`config.mk`:
```
export PLATFORM = sky130hd
export DESIGN_NAME = thermctl_regfile
export DESIGN_NICKNAME = d
export VERILOG_FILES = /design/src/rtl/thermctl_pkg.sv /design/src/rtl/thermctl_addr_dec.sv /design/src/rtl/thermctl_lock_ctl.sv /design/src/rtl/thermctl_half_reg.sv /design/src/rtl/thermctl_regfile.sv
export SDC_FILE = /design/constraint.sdc
export NUM_CORES = 1
export LEC_CHECK = 0
export CAP_MARGIN = 20
export CORE_ASPECT_RATIO = 1.2
export CORE_MARGIN = 4
export CORE_UTILIZATION = 36
export DETAILED_ROUTE_END_ITERATION = 7
export GPL_ROUTABILITY_DRIVEN = 0
export PLACE_DENSITY = 0.77
export SETUP_SLACK_MARGIN = 0.4
export SLEW_MARGIN = 5
export SYNTH_ARGS = -nofsm -noshare
export SYNTH_HDL_FRONTEND = slang
export SYNTH_SLANG_ARGS = --single-unit
```
`constraint.sdc`:
```
create_clock -name clk -period 1.6 [get_ports clk]
set_input_delay 0.16 -clock clk [delete_from_list [all_inputs] [get_ports clk]]
set_output_delay 0.16 -clock clk [all_outputs]
set_load 0.1 [all_outputs]
```
`src/rtl/thermctl_pkg.sv`:
```
package thermctl_pkg;

  localparam int WORD_W   = 32;
  localparam int LOCK_HI  = 31;
  localparam int LOCK_LO  = 30;
  localparam int TME_BIT  = 29;
  localparam int RSV_HI   = 28;
  localparam int RSV_LO   = 21;
  localparam int WIN_HI   = 20;
  localparam int WIN_LO   = 13;
  localparam int THR_HI   = 12;
  localparam int THR_LO   = 0;
  localparam int WIN_W    = WIN_HI - WIN_LO + 1;
  localparam int THR_W    = THR_HI - THR_LO + 1;
  localparam int START_BIT = 0;

  typedef enum logic [1:0] {
    MODE_OPEN       = 2'd0,
    MODE_START_ONLY = 2'd1,
    MODE_FROZEN     = 2'd2
  } lock_mode_e;

  // Implemented bits of the upper word (reserved span cleared).
  function automatic logic [WORD_W-1:0] hi_impl_mask();
    logic [WORD_W-1:0] m;
    m = '1;
    for (int b = RSV_LO; b <= RSV_HI; b++) m[b] = 1'b0;
    return m;
  endfunction

  function automatic lock_mode_e mode_of(input logic [1:0] lk);
    lock_mode_e md;
    case (lk)
      2'b00:   md = MODE_OPEN;
      2'b01:   md = MODE_START_ONLY;
      default: md = MODE_FROZEN;   // 10 and reserved 11
    endcase
    return md;
  endfunction

  function automatic logic [WORD_W-1:0] lo_mask_for(input lock_mode_e md);
    logic [WORD_W-1:0] m;
    m = '0;
    case (md)
      MODE_OPEN:       m = '1;
      MODE_START_ONLY: m[START_BIT] = 1'b1;
      default:         m = '0;
    endcase
    return m;
  endfunction

  function automatic logic [WORD_W-1:0] hi_mask_for(input lock_mode_e md);
    return (md == MODE_OPEN) ? hi_impl_mask() : '0;
  endfunction

  function automatic logic [WORD_W-1:0] merge(input logic [WORD_W-1:0] old_v,
                                              input logic [WORD_W-1:0] new_v,
                                              input logic [WORD_W-1:0] m);
    return (old_v & ~m) | (new_v & m);
  endfunction

endpackage

```
`src/rtl/thermctl_addr_dec.sv`:
```
module thermctl_addr_dec #(
  parameter int ADDR_W  = 4,
  parameter int LO_ADDR = 0,
  parameter int HI_ADDR = 1
) (
  input  logic [ADDR_W-1:0] addr,
  input  logic              wr,
  output logic              sel_lo,
  output logic              sel_hi,
  output logic              wr_lo,
  output logic              wr_hi
);
  localparam logic [ADDR_W-1:0] LO_A = ADDR_W'(LO_ADDR);
  localparam logic [ADDR_W-1:0] HI_A = ADDR_W'(HI_ADDR);

  always_comb begin
    sel_lo = (addr == LO_A);
    sel_hi = (addr == HI_A);
    wr_lo  = wr && sel_lo;
    wr_hi  = wr && sel_hi;
  end
endmodule

```
`src/rtl/thermctl_lock_ctl.sv`:
```
module thermctl_lock_ctl
  import thermctl_pkg::*;
(
  input  logic [1:0]        lock_field,
  output lock_mode_e        mode,
  output logic [WORD_W-1:0] lo_wmask,
  output logic [WORD_W-1:0] hi_wmask
);
  always_comb begin
    mode     = mode_of(lock_field);
    lo_wmask = lo_mask_for(mode);
    hi_wmask = hi_mask_for(mode);
  end
endmodule

```
`src/rtl/thermctl_half_reg.sv`:
```
module thermctl_half_reg #(
  parameter int W = 32
) (
  input  logic         clk,
  input  logic         rst_n,
  input  logic         we,
  input  logic [W-1:0] wdata,
  input  logic [W-1:0] wmask,
  output logic [W-1:0] q
);
  always_ff @(posedge clk or negedge rst_n) begin
    if (!rst_n)   q <= '0;
    else if (we)  q <= (q & ~wmask) | (wdata & wmask);
  end
endmodule

```
`src/rtl/thermctl_regfile.sv`:
```
module thermctl_regfile
  import thermctl_pkg::*;
#(
  parameter int ADDR_W  = 4,
  parameter int LO_ADDR = 0,
  parameter int HI_ADDR = 1
) (
  input  logic              clk,
  input  logic              rst_n,
  input  logic [ADDR_W-1:0] reg_addr,
  input  logic              reg_wr,
  input  logic [31:0]       reg_wdata,
  output logic [31:0]       reg_rdata,
  output logic [31:0]       lo_cfg_o,
  output logic              start_o,
  output logic              test_mode_o,
  output logic [7:0]        window_o,
  output logic [12:0]       threshold_o,
  output logic [1:0]        lock_o
);
  // Named internal events for the checker
  logic              sel_lo, sel_hi;
  logic              wr_lo_hit, wr_hi_hit;
  lock_mode_e        lock_mode;
  logic [WORD_W-1:0] lo_wmask, hi_wmask;
  logic [WORD_W-1:0] lo_q, hi_q;

  thermctl_addr_dec #(
    .ADDR_W (ADDR_W),
    .LO_ADDR(LO_ADDR),
    .HI_ADDR(HI_ADDR)
  ) u_dec (
    .addr  (reg_addr),
    .wr    (reg_wr),
    .sel_lo(sel_lo),
    .sel_hi(sel_hi),
    .wr_lo (wr_lo_hit),
    .wr_hi (wr_hi_hit)
  );

  thermctl_lock_ctl u_lock (
    .lock_field(hi_q[LOCK_HI:LOCK_LO]),
    .mode      (lock_mode),
    .lo_wmask  (lo_wmask),
    .hi_wmask  (hi_wmask)
  );

  thermctl_half_reg #(.W(WORD_W)) u_lo (
    .clk  (clk),
    .rst_n(rst_n),
    .we   (wr_lo_hit),
    .wdata(reg_wdata),
    .wmask(lo_wmask),
    .q    (lo_q)
  );

  thermctl_half_reg #(.W(WORD_W)) u_hi (
    .clk  (clk),
    .rst_n(rst_n),
    .we   (wr_hi_hit),
    .wdata(reg_wdata),
    .wmask(hi_wmask),
    .q    (hi_q)
  );

  always_comb begin
    if (sel_lo)      reg_rdata = lo_q;
    else if (sel_hi) reg_rdata = hi_q & hi_impl_mask();
    else             reg_rdata = '0;
  end

  assign lo_cfg_o    = lo_q;
  assign start_o     = lo_q[START_BIT];
  assign test_mode_o = hi_q[TME_BIT];
  assign window_o    = hi_q[WIN_HI:WIN_LO];
  assign threshold_o = hi_q[THR_HI:THR_LO];
  assign lock_o      = hi_q[LOCK_HI:LOCK_LO];

endmodule

```
==> summary.md <==
| Metric | Value |
|---|---|
| Via Count | between 2,000 and 2,500 |
| Hold Vio Cnt, Final | 0 |
| Worst skew pair latency | roughly 310 ps |
| Die width | roughly 84 um |
| Setup TNS | 0 ps |
| CTS tree | done |
| Post-detail-place hpwl | just under 6 mm |
| Area delta synth->final | 126.8% |
| Largest net degree at the start of global routing | 57 |
| Nets | 360 |
| Starting DRT DRC Count | 52 |
| Yosys reg bits | 56 |
| Placement Cell Area | between 5000 and 6000 um2 |
| I/O pins | around 130 |
| Post-route ant nets | 0 |
| Root Buffer | clkbuf_8 |
| Fin area | ~5700 um2 |
| DIE HEIGHT | around 100 um |
| Core box area | between 6000 and 7000 um2 |
| Initial cell density of the core | 0.3686 |
| Rows | 33 |
| Fill cells | 322 |
| Avg WL per Cell | 22.03 um |
| CTS H-tree lvls | 2 |
| CTS sink count | 56 |
| Crit Path Max Fanout | 2 |
| Overall global routing resource usage | 0.2221 |
| Worst vdd ir | about 0.0011 V |
| Cell area after synthesis | ~2500 um2 |
| Final core utilization | 0.8359 |
| Clock transition at the registers of the reported paths | 100 ps |
| DIE AREA | 8336 um2 |
| # setup viols final | 0 |
| Avg Vias per Cell | approximately 5.1 |
| Final wirelength | between 9 and 10 mm |
| GR Overflow Total | 0 |
| Status | finished, final reports clean |
| Synthesis Warnings | 0 |
| Synth Area per Inst | approximately 16 um2 |
| Non-Filler Instances | around 400 |
| CP Capture Type | primary output |
| Final min period | around 1500 ps |
| FMAX | ~660 MHz |
| Placed cell count | 378 |
| Number of global-route vias before repair | roughly 2,400 |
| Slew Viols, Final | 0 |
| Synthesized Nets | 200 |
| CTS Buffer Depth | 2 |
| Required time worst endpoint | around 1400 ps |
| Skew final | roughly 5.8 ps |
| IO Port Bufs | 127 |
| Commonest non-fill, non-tap cells in the layout | buf_12 (97), dfrtp_2 (53), mux2_2 (34), clkdlybuf4s50_1 (33), a22o_4 (24) |
| DRC | 0 |
| Hold/Removal Path Class | primary input to async pin |
| RSZ-0062 raised after global routing | true |
| Sequential area share after synthesis | 0.5614 |
| Max-Cap Viols | 0 |
| LEAKAGE | 0.002519 uW |
| Setup Crit Path Kind | flip-flop to primary output |
| Synth cell types | 16 |
| ANT cells | 0 |
| Layout cells sized above 1 | 0.8913 |
| CP startpoint kind | flip-flop |
| First-pass GRT wire length | 14.18 mm |
| Post-synthesis cell count | between 150 and 200 |
| DRT Pass-1 Iters | 4 |
| Commonest non-fill, non-tap cell in the layout | buf_12 |
| CP arrival | 1360 ps |
| Slew HR | 0.7979 |
| CTS Buf Count | 5 |
| Antenna violations before repair | 0 |
| Worst slew pin tran | 303.2 ps |
| PwrDens | around 1500 nW/um2 |
| Fin crit share | 0.9497 |
## power by group
group / internal (uW) / switching, uW / total (uW)
clock network: 464 / 464 / 928
logic: 2030 / 3280 / 5310
registers: 1820 / 528 / 2350
## synthesized netlist by cell type (all sizes together)
cell type	instances	area (um2)
and2	8	50.05
nor3b	1	7.510
a22o	24	210.2
buf	6	45.04
mux2	54	683.2
nand2	2	10.01
a31o	2	17.52
nor4b	1	23.77
clkbuf	5	18.77
nor4	1	21.27
nand3b	1	7.510
dfrtp	56	1401
## cell type report
class	instances	area [um2]	area share
repair buffers	164	2686	0.4746
multi-input cells	94	1275	0.2252
clock inverters	3	42.54	0.007515
well taps	87	108.9	0.01923
clock buffers	5	68.82	0.01216
flip-flops and latches	56	1479	0.2613
## critical path, cell delays in order, from the launching register on
cell     delay [ps]
dfrtp_4         510
buf_6           130
a22o_4          250
buf_12          160
## cells by family (layout without fill, tap and decap cells)
| logic type | count (synthesis) | count (layout) | share of synthesized area |
|---|---|---|---|
| DFF | 56 | 56 | 0.5614 |
| AOI/OAI and AO/OA | 26 | 26 | 0.09123 |
| buffers and inverters | 11 | 172 | 0.02556 |
| and+or+nand+nor | 14 | 14 | 0.04812 |
| muxes | 54 | 54 | 0.2737 |
## layer usage
layer / up-vias / GRT usage / part of all wire
li1: 922 / - / -
met1: 1073 / 0.2453 / 0.36
met2: 79 / 0.4256 / 0.57
met3: 7 / 0.05468 / 0.052
met4: 0 / 0.05198 / 0.011
met5: - / 0 / 0
## timing repair
item                                    CTS  global route
resized for setup                        73             8
buffers inserted                         16             1
gates cloned                              5             0
endpoints found under the setup margin   89            91
hold buffers                              1             0
hold endpoints to repair                 56             0
pin swaps                                10             6
## per-stage QoR
stage	total power [uW]	hold WS (ps)	worst slack [ps]
2_1_floorplan	5352	-135.6	-13.79
3_3_place_gp	7420	184.2	-260.4
3_5_place_dp	7504	193.1	-326.8
4_1_cts	8598	399.6	75.78
5_1_grt	8827	406.4	30.48
6_report	8590	386.2	80.47
## final timing paths
kind                          startpoint  slack [ps]       endpoint  depth (start not counted)
max                            flip-flop          80  reg_rdata[31]                          3
min                                rst_n         390      async pin                          3
max reg2reg                    flip-flop          90      flip-flop                          4
min reg2reg                    flip-flop         580      flip-flop                          1
max in group asynchronous          rst_n         940      async pin                          3
min in group clk           reg_wdata[28]         450      flip-flop                          2
(Power assumes the default switching activity.)
